<file path="src/rtl/sertx_pkg.sv">
package sertx_pkg;
  localparam int unsigned MIN_WORD = 3;

  typedef enum logic {
    ORDER_MSB = 1'b0,
    ORDER_LSB = 1'b1
  } order_e;

  // one system-clock-wide event: a bit-clock rise, with the frame input seen there
  typedef struct packed {
    logic rise;
    logic fs;
  } bit_evt_t;
endpackage

</file>
<file path="src/rtl/sertx_bitclk.sv">
module sertx_bitclk
  import sertx_pkg::*;
#(
  parameter int DIVW = 16,
  parameter int SYNC = 2
) (
  input  logic            clk,
  input  logic            rst_n,
  input  logic            int_clk,
  input  logic [DIVW-1:0] div,
  input  logic            bclk_in,
  input  logic            fs_in,
  output bit_evt_t        evt,
  output logic            bclk_q
);
  logic [DIVW-1:0] cnt_q, cnt_d;
  logic            bclk_d;
  logic            wrap;
  logic [SYNC:0]   clk_s;
  logic [SYNC-1:0] fs_s;

  // synchronizer chains for the external clock and frame pulse
  for (genvar g = 0; g <= SYNC; g++) begin : g_clk_sync
    if (g == 0) begin : g_first
      always_ff @(posedge clk or negedge rst_n)
        if (!rst_n) clk_s[g] <= 1'b0;
        else        clk_s[g] <= bclk_in;
    end else begin : g_rest
      always_ff @(posedge clk or negedge rst_n)
        if (!rst_n) clk_s[g] <= 1'b0;
        else        clk_s[g] <= clk_s[g-1];
    end
  end

  for (genvar g = 0; g < SYNC; g++) begin : g_fs_sync
    if (g == 0) begin : g_first
      always_ff @(posedge clk or negedge rst_n)
        if (!rst_n) fs_s[g] <= 1'b0;
        else        fs_s[g] <= fs_in;
    end else begin : g_rest
      always_ff @(posedge clk or negedge rst_n)
        if (!rst_n) fs_s[g] <= 1'b0;
        else        fs_s[g] <= fs_s[g-1];
    end
  end

  assign wrap = (cnt_q >= div);

  always_comb begin
    cnt_d  = cnt_q;
    bclk_d = bclk_q;
    if (int_clk) begin
      if (wrap) begin
        cnt_d  = '0;
        bclk_d = ~bclk_q;
      end else begin
        cnt_d = cnt_q + DIVW'(1);
      end
    end else begin
      cnt_d  = '0;
      bclk_d = 1'b0;
    end
  end

  always_ff @(posedge clk or negedge rst_n) begin
    if (!rst_n) begin
      cnt_q  <= '0;
      bclk_q <= 1'b0;
    end else begin
      cnt_q  <= cnt_d;
      bclk_q <= bclk_d;
    end
  end

  always_comb begin
    evt.rise = int_clk ? (wrap & ~bclk_q) : (clk_s[SYNC-1] & ~clk_s[SYNC]);
    evt.fs   = fs_s[SYNC-1];
  end
endmodule

</file>
<file path="src/rtl/sertx_holdbuf.sv">
module sertx_holdbuf #(
  parameter int DW = 16
) (
  input  logic          clk,
  input  logic          rst_n,
  input  logic          in_valid,
  input  logic [DW-1:0] in_data,
  output logic          in_ready,
  input  logic          take,
  output logic          full_q,
  output logic [DW-1:0] data_q
);
  logic accept;
  logic full_d;

  assign accept   = in_valid & ~full_q;
  assign in_ready = ~full_q;

  always_comb begin
    full_d = full_q;
    if (accept)    full_d = 1'b1;
    else if (take) full_d = 1'b0;
  end

  always_ff @(posedge clk or negedge rst_n) begin
    if (!rst_n) begin
      full_q <= 1'b0;
      data_q <= '0;
    end else begin
      full_q <= full_d;
      if (accept) data_q <= in_data;
    end
  end
endmodule

</file>
<file path="src/rtl/sertx_shifter.sv">
module sertx_shifter
  import sertx_pkg::*;
#(
  parameter int DW = 16,
  localparam int LW = $clog2(DW + 1)
) (
  input  logic          clk,
  input  logic          rst_n,
  input  bit_evt_t      evt,
  input  logic          int_fs,
  input  logic [LW-1:0] len,
  input  logic          lsb_first,
  input  logic          buf_full,
  input  logic [DW-1:0] buf_data,
  output logic          take,
  output logic          uf_set,
  output logic          sd_q,
  output logic          fs_q
);
  logic [DW-1:0] sr_q, sr_d, ld_word, aligned;
  logic [LW-1:0] cnt_q, cnt_d, len_c, sh;
  logic          sd_d, fs_d, pend_q, pend_d;
  order_e        ord;

  assign ord = order_e'(lsb_first);

  always_comb begin
    if (len < LW'(MIN_WORD))  len_c = LW'(MIN_WORD);
    else if (len > LW'(DW))   len_c = LW'(DW);
    else                      len_c = len;
    sh      = LW'(DW) - len_c;
    ld_word = buf_full ? buf_data : '0;
    aligned = (ord == ORDER_LSB) ? ld_word : (ld_word << sh);
  end

  always_comb begin
    sr_d   = sr_q;
    cnt_d  = cnt_q;
    sd_d   = sd_q;
    fs_d   = fs_q;
    pend_d = pend_q;
    take   = 1'b0;
    uf_set = 1'b0;
    if (evt.rise) begin
      if (pend_q) begin
        take   = buf_full;
        uf_set = ~buf_full;
        sd_d   = (ord == ORDER_LSB) ? aligned[0] : aligned[DW-1];
        sr_d   = (ord == ORDER_LSB) ? (aligned >> 1) : (aligned << 1);
        cnt_d  = len_c - LW'(1);
      end else if (cnt_q != '0) begin
        sd_d  = (ord == ORDER_LSB) ? sr_q[0] : sr_q[DW-1];
        sr_d  = (ord == ORDER_LSB) ? (sr_q >> 1) : (sr_q << 1);
        cnt_d = cnt_q - LW'(1);
      end else begin
        sd_d = 1'b0;
      end
      if (int_fs) begin
        fs_d   = buf_full & ~pend_q & (cnt_d == '0);
        pend_d = fs_d;
      end else begin
        fs_d   = 1'b0;
        pend_d = evt.fs;
      end
    end
  end

  always_ff @(posedge clk or negedge rst_n) begin
    if (!rst_n) begin
      sr_q   <= '0;
      cnt_q  <= '0;
      sd_q   <= 1'b0;
      fs_q   <= 1'b0;
      pend_q <= 1'b0;
    end else begin
      sr_q   <= sr_d;
      cnt_q  <= cnt_d;
      sd_q   <= sd_d;
      fs_q   <= fs_d;
      pend_q <= pend_d;
    end
  end
endmodule

</file>
<file path="src/rtl/sertx_top.sv">
module sertx_top
  import sertx_pkg::*;
#(
  parameter int DW   = 16,
  parameter int DIVW = 16,
  localparam int LW  = $clog2(DW + 1)
) (
  input  logic            clk,
  input  logic            rst_n,
  input  logic [LW-1:0]   cfg_len,
  input  logic            cfg_lsb_first,
  input  logic            cfg_int_clk,
  input  logic            cfg_int_fs,
  input  logic [DIVW-1:0] cfg_div,
  input  logic            in_valid,
  input  logic [DW-1:0]   in_data,
  output logic            in_ready,
  input  logic            bclk_in,
  input  logic            fs_in,
  output logic            bclk_out,
  output logic            fs_out,
  output logic            sdata,
  output logic            uf_flag,
  input  logic            uf_clr
);
  logic [1:0]    rs_q;
  logic          rst_i;
  bit_evt_t      evt;
  logic          bclk_q;
  logic          take, uf_set, full_q, uf_d;
  logic [DW-1:0] buf_data;

  // reset asserts at once and releases two clocks later
  always_ff @(posedge clk or negedge rst_n)
    if (!rst_n) rs_q <= 2'b00;
    else        rs_q <= {rs_q[0], 1'b1};
  assign rst_i = rs_q[1];

  sertx_bitclk #(.DIVW(DIVW), .SYNC(2)) u_bitclk (
    .clk(clk), .rst_n(rst_i), .int_clk(cfg_int_clk), .div(cfg_div),
    .bclk_in(bclk_in), .fs_in(fs_in), .evt(evt), .bclk_q(bclk_q)
  );

  sertx_holdbuf #(.DW(DW)) u_hold (
    .clk(clk), .rst_n(rst_i), .in_valid(in_valid), .in_data(in_data),
    .in_ready(in_ready), .take(take), .full_q(full_q), .data_q(buf_data)
  );

  sertx_shifter #(.DW(DW)) u_shift (
    .clk(clk), .rst_n(rst_i), .evt(evt), .int_fs(cfg_int_fs), .len(cfg_len),
    .lsb_first(cfg_lsb_first), .buf_full(full_q), .buf_data(buf_data),
    .take(take), .uf_set(uf_set), .sd_q(sdata), .fs_q(fs_out)
  );

  always_comb uf_d = uf_set | (uf_flag & ~uf_clr);

  always_ff @(posedge clk or negedge rst_i)
    if (!rst_i) uf_flag <= 1'b0;
    else        uf_flag <= uf_d;

  assign bclk_out = cfg_int_clk & bclk_q;
endmodule

</file>
<file path="config.mk">
export PLATFORM = sky130hd
export DESIGN_NAME = sertx_top
export DESIGN_NICKNAME = d
export VERILOG_FILES = /design/src/rtl/sertx_pkg.sv /design/src/rtl/sertx_bitclk.sv /design/src/rtl/sertx_holdbuf.sv /design/src/rtl/sertx_shifter.sv /design/src/rtl/sertx_top.sv
export SDC_FILE = /design/constraint.sdc
export NUM_CORES = 1
export LEC_CHECK = 0
export BUFFER_PORTS_ARGS = -buffer_cell sky130_fd_sc_hd__buf_2
export CAP_MARGIN = 20
export CORE_MARGIN = 1.5
export CORE_UTILIZATION = 43
export CTS_BUF_LIST = sky130_fd_sc_hd__clkbuf_16
export CTS_CLUSTER_SIZE = 24
export DETAILED_ROUTE_END_ITERATION = 16
export PLACE_DENSITY = 0.67
export SYNTH_ARGS = -nofsm -noshare
export SYNTH_HDL_FRONTEND = slang
export SYNTH_SLANG_ARGS = --single-unit
</file>
<file path="constraint.sdc">
create_clock -name clk -period 2.5 [get_ports clk]
set_clock_uncertainty 0.15 [all_clocks]
set_input_delay 0 -clock clk [delete_from_list [all_inputs] [get_ports clk]]
set_output_delay 0 -clock clk [all_outputs]
set_load 0.05 [all_outputs]
</file>
* After elaboration in Yosys (flattened, before gate mapping) *
Cells that the tools add are included.

operators by class
  equal/unequal tests = 1
  muxes and demuxes = 28
  bitwise logic cells = 13
  shifts and indexed selects = 1
  add/subtract/negate cells = 4
  reduce and logical (&&, ||, !) cells = 5
  order comparisons = 3

operators with widths
  operator                                                     count
  two-way mux 16 bit                                           8
  two-way mux 5 bit                                            5
  adder 16 x 1 -> 16 bit (second input constant)               1
  greater-or-equal comparator 16 bit                           1
  << shifter 16 x 5 -> 16 bit                                  1
  two-way mux 1 bit                                            15
  subtractor 5 x 1 -> 5 bit (second input constant)            2
  AND 1 bit                                                    7
  > comparator 5 bit (second input constant)                   1
  logical NOT 5 bit                                            1
  less-than comparator 5 x 2 -> 1 bit (second input constant)  1
  inverter 1 bit                                               5
  nonzero test 5 bit                                           1
  subtractor 5 bit (first input constant)                      1
  nonzero test 2 bit                                           2
  inequality test 2 x 1 -> 1 bit (second input constant)       1
  AND reduction 2 bit                                          1
  OR 1 bit                                                     1

storage, ports and cells
  register bits after elaboration = 66
  word-level logic and storage cells = 71
  output and inout bits = 5
  input bits = 46

* Longest topological paths before layout *
  depth in word-level cells = 9
  depth in mapped cells = 15
  depth with buffers taken out = 11

* Modules after synthesis *
From an unflattened synthesis, not the netlist that was laid out.

second synthesis, totals
  cells, all modules = 504
  area, all modules = 4719.5 µm²

by module, submodules not included
  module         sequential area each (µm²)  area each (µm²)  times used  cells an instance
  sertx_shifter  600.6                       2565.0           1           318
  sertx_bitclk   550.5                       1378.8           1           141
  sertx_holdbuf  425.4                       679.4            1           38
  sertx_top      75.1                        96.3             1           7

* Worst setup path after synthesis *
OpenSTA, ideal clock, no wires.

  kind = input -> register
  start point = input port cfg_len[4]
  end point = register u_shift.sr_q[9]
  path buffers = 4
  data arrival time = 2.304 ns
  path slack = -0.079 ns
  stages = 15
  required time = 2.225 ns
  setup time = 0.125 ns
  cell sequence = buf_4 -> inv_1 -> o21a_4 -> inv_4 -> buf_6 -> ha_1 -> buf_2 -> buf_4 -> mux2_2 -> nand2_1 -> mux2_2 -> nor2_1 -> o31ai_1 -> a31oi_1 -> mux2_4

on the way
  word-level cells in the longest chain between the ends = 8
  elaborated cells between the ends (all ways) = 9
  classes of those cells = add/sub (1); order compare (2); shift (1); mux (5)

RTL lines
  element                          RTL line             RTL
  start, declared                  sertx_top.sv:10      input logic [LW-1:0] cfg_len,
  > comparator 5 bit               sertx_shifter.sv:29  else if (len > LW'(DW)) len_c = LW'(DW);
  two-way mux 5 bit                sertx_shifter.sv:29
  two-way mux 5 bit (*)            sertx_shifter.sv:28  if (len < LW'(MIN_WORD)) len_c = LW'(MIN_WORD);
  subtractor 5 bit (*)             sertx_shifter.sv:31  sh = LW'(DW) - len_c;
  << shifter 16 x 5 -> 16 bit (*)  sertx_shifter.sv:33  aligned = (ord == ORDER_LSB) ? ld_word : (ld_word << sh);
  two-way mux 16 bit (*)           sertx_shifter.sv:33
  two-way mux 16 bit (*)           sertx_shifter.sv:49  sr_d = (ord == ORDER_LSB) ? (aligned >> 1) : (aligned << 1);
  two-way mux 16 bit (*)           sertx_shifter.sv:45  if (pend_q) begin
  end signal, assigned             sertx_shifter.sv:76  sr_q <= sr_d;
  end, declared                    sertx_shifter.sv:20  logic [DW-1:0] sr_q, sr_d, ld_word, aligned;

Mark *: on every way between the ends. The rest lies on a longest branch, timed or not.
A chain may end at the register's enable or synchronous reset.

* Worst setup path in the final report *
  start point = register u_bitclk.cnt_q[13]
  end point = register u_shift.sr_q[10]

on the way
  word-level cells in the longest chain between the ends = 4

RTL lines
  element                             RTL line            RTL
  start, declared                     sertx_bitclk.sv:16  logic [DIVW-1:0] cnt_q, cnt_d;
  start signal, assigned              sertx_bitclk.sv:70  cnt_q <= cnt_d;
  greater-or-equal comparator 16 bit  sertx_bitclk.sv:47  assign wrap = (cnt_q >= div);
  AND 1 bit                           sertx_bitclk.sv:76  evt.rise = int_clk ? (wrap & ~bclk_q) : (clk_s[SYNC-1] & ~clk_s[SYNC]);
  two-way mux 1 bit                   sertx_bitclk.sv:76
  AND reduction 2 bit (no line)       --

Every way passes these cells.

==> summary.md <==
| Metric | Value |
|---|---|
| Status | `complete, but fails checks` |
| Failing checks | `negative setup slack` |
| Die Span Y | `105 um` |
| FFs w/ async S/R, synth | `100%` |
| Reg power frac | `34.4%` |
| # clock sinks | `66` |
| Chip Width | `105 um` |
| Ys flop type | `dfrtp_1` |
| Port buffer count | `50` |
| Initial antenna violation count | `0` |
| ANT cells | `0` |
| Static Leak | `0.00272 uW` |
| Largest net degree at the start of global routing | `40` |
| Worst endpoint required time | `2.57 ns` |
| ANT nets after route | `0` |
| I/O Pins | `51` |
| H-tree depth | `3` |
| Area grow syn2layout | `32.5%` |
| Max frequency | `0.388 GHz` |
| Worst setup path class | `register to register` |
| Worst setup margin | `-0.0800 ns` |
| Clock transition at path regs | `0.06 ns` |
| Die area | `11100 um2` |
| DP Area | `5140 um2` |
| Via count | `4021` |
| Cell count after synthesis | `477` |
| Hold_ws | `0.0508 ns` |
| Number of global-route vias before repair | `4172` |
| CP max-delay cell | `dfrtp_1` |
| First-pass GRT wire length | `20200 um` |
| Fin crit period | `2.58 ns` |
| Syn nets | `542` |
| Clock tree from TritonCTS | `done` |
| Final Wtd Congestion | `0.896` |
| PwrDens | `847 nW/um2` |
| Register area share after synthesis | `36.7%` |
| Hold Crit Class | `input pin to register` |
| Initial Utilization | `44.0%` |
| Sw frac | `35.7%` |
| Clk buf depth | `2` |
| Share of layout cells above drive strength 1 | `32.7%` |
| DRT Pass-1 Iters | `4` |
| Warnings from Yosys | `0` |
| Worst Path Arrival | `2.65 ns` |
| Final-report hold violation count | `0` |
| Final worst-path cycle share | `103%` |
| FP Rows | `37` |
| Mapped Area | `4500 um2` |
| DP HPWL | `8430 um` |
| Root Buffer | `clkbuf_16` |
| Maximum vdd drop | `0.000622 V` |
| CP Capture Type | `register` |
| CP max stage delay | `0.42 ns` |
| Slew Viols, Final | `0` |
| Final WL | `12000 um` |
| GR Util All Layers | `23.0%` |
| Slew margin rel. | `62.4%` |
| DR vias/cell | `5.49` |
| # setup viols final | `11` |
| Syn_area_per_cell | `9.43 um2` |
| Fin util | `58.3%` |
| Num CTS Buffers | `9` |
| Synth unique cells | `61` |
| Slew @ Worst Pin | `0.564 ns` |
| RSZ-0062 raised after global routing | `true` |
| Post-route design area | `5960 um2` |
| 1st-iter DRT viols | `272` |
| Core region area | `10200 um2` |
| EDFF count, synth | `0` |
| FF+latch count, synth | `66` |
| Crit path max-delay family | `simple AND/OR/NAND/NOR gates` |
| DRC violations left | `0` |
| P_sw | `1810 uW` |
| Crit Path Max Fanout | `6` |
| Max Cap Viol | `0` |
| GRT overflow | `0` |
| Buf/Inv on CP | `2` |
| Most common cell after layout, fill and taps aside | `dfrtp_1` |
| Mean routed wirelength per cell | `16.3 um` |
| Crit-path cells | `ha_4 -> nand4_1 -> nor3_2 -> a2111oi_4 -> o31ai_4 -> buf_6 -> buf_16 -> mux2_4` |
| NumNets Final | `656` |
| Int Pwr | `3250 uW` |
| Most frequent cells in the layout | `65 x dfrtp_1, 50 x buf_2, 48 x buf_4` |
| Combinational share of power | `38.9%` |
| Clock latency on the worst-skew pair | `0.33 ns` |
| Clock Power Share | `26.7%` |
| Critical Path Start Type | `register` |
| Pre-CTS setup slack | `-0.162 ns` |
## area by class of cell
type	count	area (um2)
repair buffers	126	943
clock buffers	9	225
flip-flops and latches	66	1650
well taps	136	170
clock inverters	7	93.8
multi-input cells	360	2770
inverters	28	108
fillers	865	4270
## state kept, by name (all words and copies together), names as in the netlist
signal           flops
u_shift.cnt_q        5
u_shift.pend_q       1
uf_flag              1
rs_q                 2
u_bitclk.fs_s        1
u_shift.sr_q        16
u_bitclk.cnt_q      16
u_hold.data_q       16
u_shift.fs_q         1
u_shift.sd_q         1
u_bitclk.bclk_q      1
u_bitclk.clk_s       3
u_bitclk.evt         1
u_hold.full_q        1
## layer usage
metal  wire, um  share of wire, %  up-vias  global-route usage (%)
li1           -                 -     1950                       -
met1       5270                44     1940                    28.9
met2       5910                49      112                    39.3
met3        523               4.4       19                    3.28
met4        246               2.1        0                    9.78
met5          0                 0        -                       0
## per-stage QoR
step / TNS (ns) / cells / power [uW]
floorplan: 0 / 477 / 2980
CTS: -0.259 / 731 / 5030
global placement: -0.808 / 682 / 3530
finish: -0.436 / 732 / 5050
detailed placement: -1.73 / 682 / 3590
global route: -1.30 / 732 / 5350
## synth_stat cells, drive strengths merged, types with 3 or more instances
master	count	area, um2
o211ai	5	37.5
a211oi	9	67.6
a21oi	24	120
nand2b	8	57.6
buf	13	81.3
o31ai	4	43.8
nor3	8	40.0
nor2	43	161
a31oi	9	56.3
mux2	46	548
o22ai	3	18.8
clkbuf	10	37.5
or3	4	25.0
and2	3	18.8
mux2i	17	170
dfrtp	66	1650
and3	6	37.5
nand2	43	161
a32oi	3	26.3
ha	19	238
xor2	11	96.3
a21o	4	30.0
o21ai	19	95.1
xnor2	8	77.6
a221oi	3	26.3
inv	28	108
nor2b	9	56.3
nand4	4	25.0
nor4b	3	26.3
nand3	18	90.1
## power by group through the flow
stage	combinational [uW]	sequential, uW	clock, uW
finish	1960	1740	1350
CTS	1940	1720	1370
floorplan	1370	1610	0
detailed placement	1860	1730	0
global route	2150	1780	1420
global placement	1820	1710	0
## repair_timing
action                                 4_1_cts  5_1_grt
endpoints found under the hold margin       38        0
gates cloned                                 2        0
pin swaps                                    9        7
setup endpoints to repair                   19       18
hold buffers                                23        0
buffers inserted                             8        4
gates resized for setup                     17        7
## final timing paths
| kind | start | endpoint | slack, ns | depth (start not counted) |
|---|---|---|---|---|
| hold / removal | cfg_lsb_first | u_shift.sr_q[0] | 0.05 | 3 |
| hold reg to reg | rs_q[1] | u_shift.cnt_q[3] | 0.11 | 0 |
| max in group asynchronous | rs_q[1] | u_shift.sr_q[10] | 1.49 | 1 |
| setup reg to reg | u_bitclk.cnt_q[13] | u_shift.sr_q[10] | -0.08 | 8 |
| setup / recovery | u_bitclk.cnt_q[13] | u_shift.sr_q[10] | -0.08 | 8 |
| min in group asynchronous | rs_q[1] | u_shift.cnt_q[3] | 0.11 | 0 |
## worst reg2reg max path: stages (launching register included)
cell and delay [ns]:
dfrtp_1 0.42, ha_4 0.28, nand4_1 0.23, nor3_2 0.32
a2111oi_4 0.14, o31ai_4 0.35, buf_6 0.16, buf_16 0.12
mux2_4 0.29
## cell families after synthesis
family	synth area share, %
XOR/XNOR	3.87
AND/OR/NAND/NOR	16.3
other	0.0833
flip-flops	36.7
multiplexers	16.5
buffers and inverters	5.03
AO/OA/AOI/OAI	16.2
adder cells (fa/ha/maj)	5.28
Power figures use the tool's default switching activity.
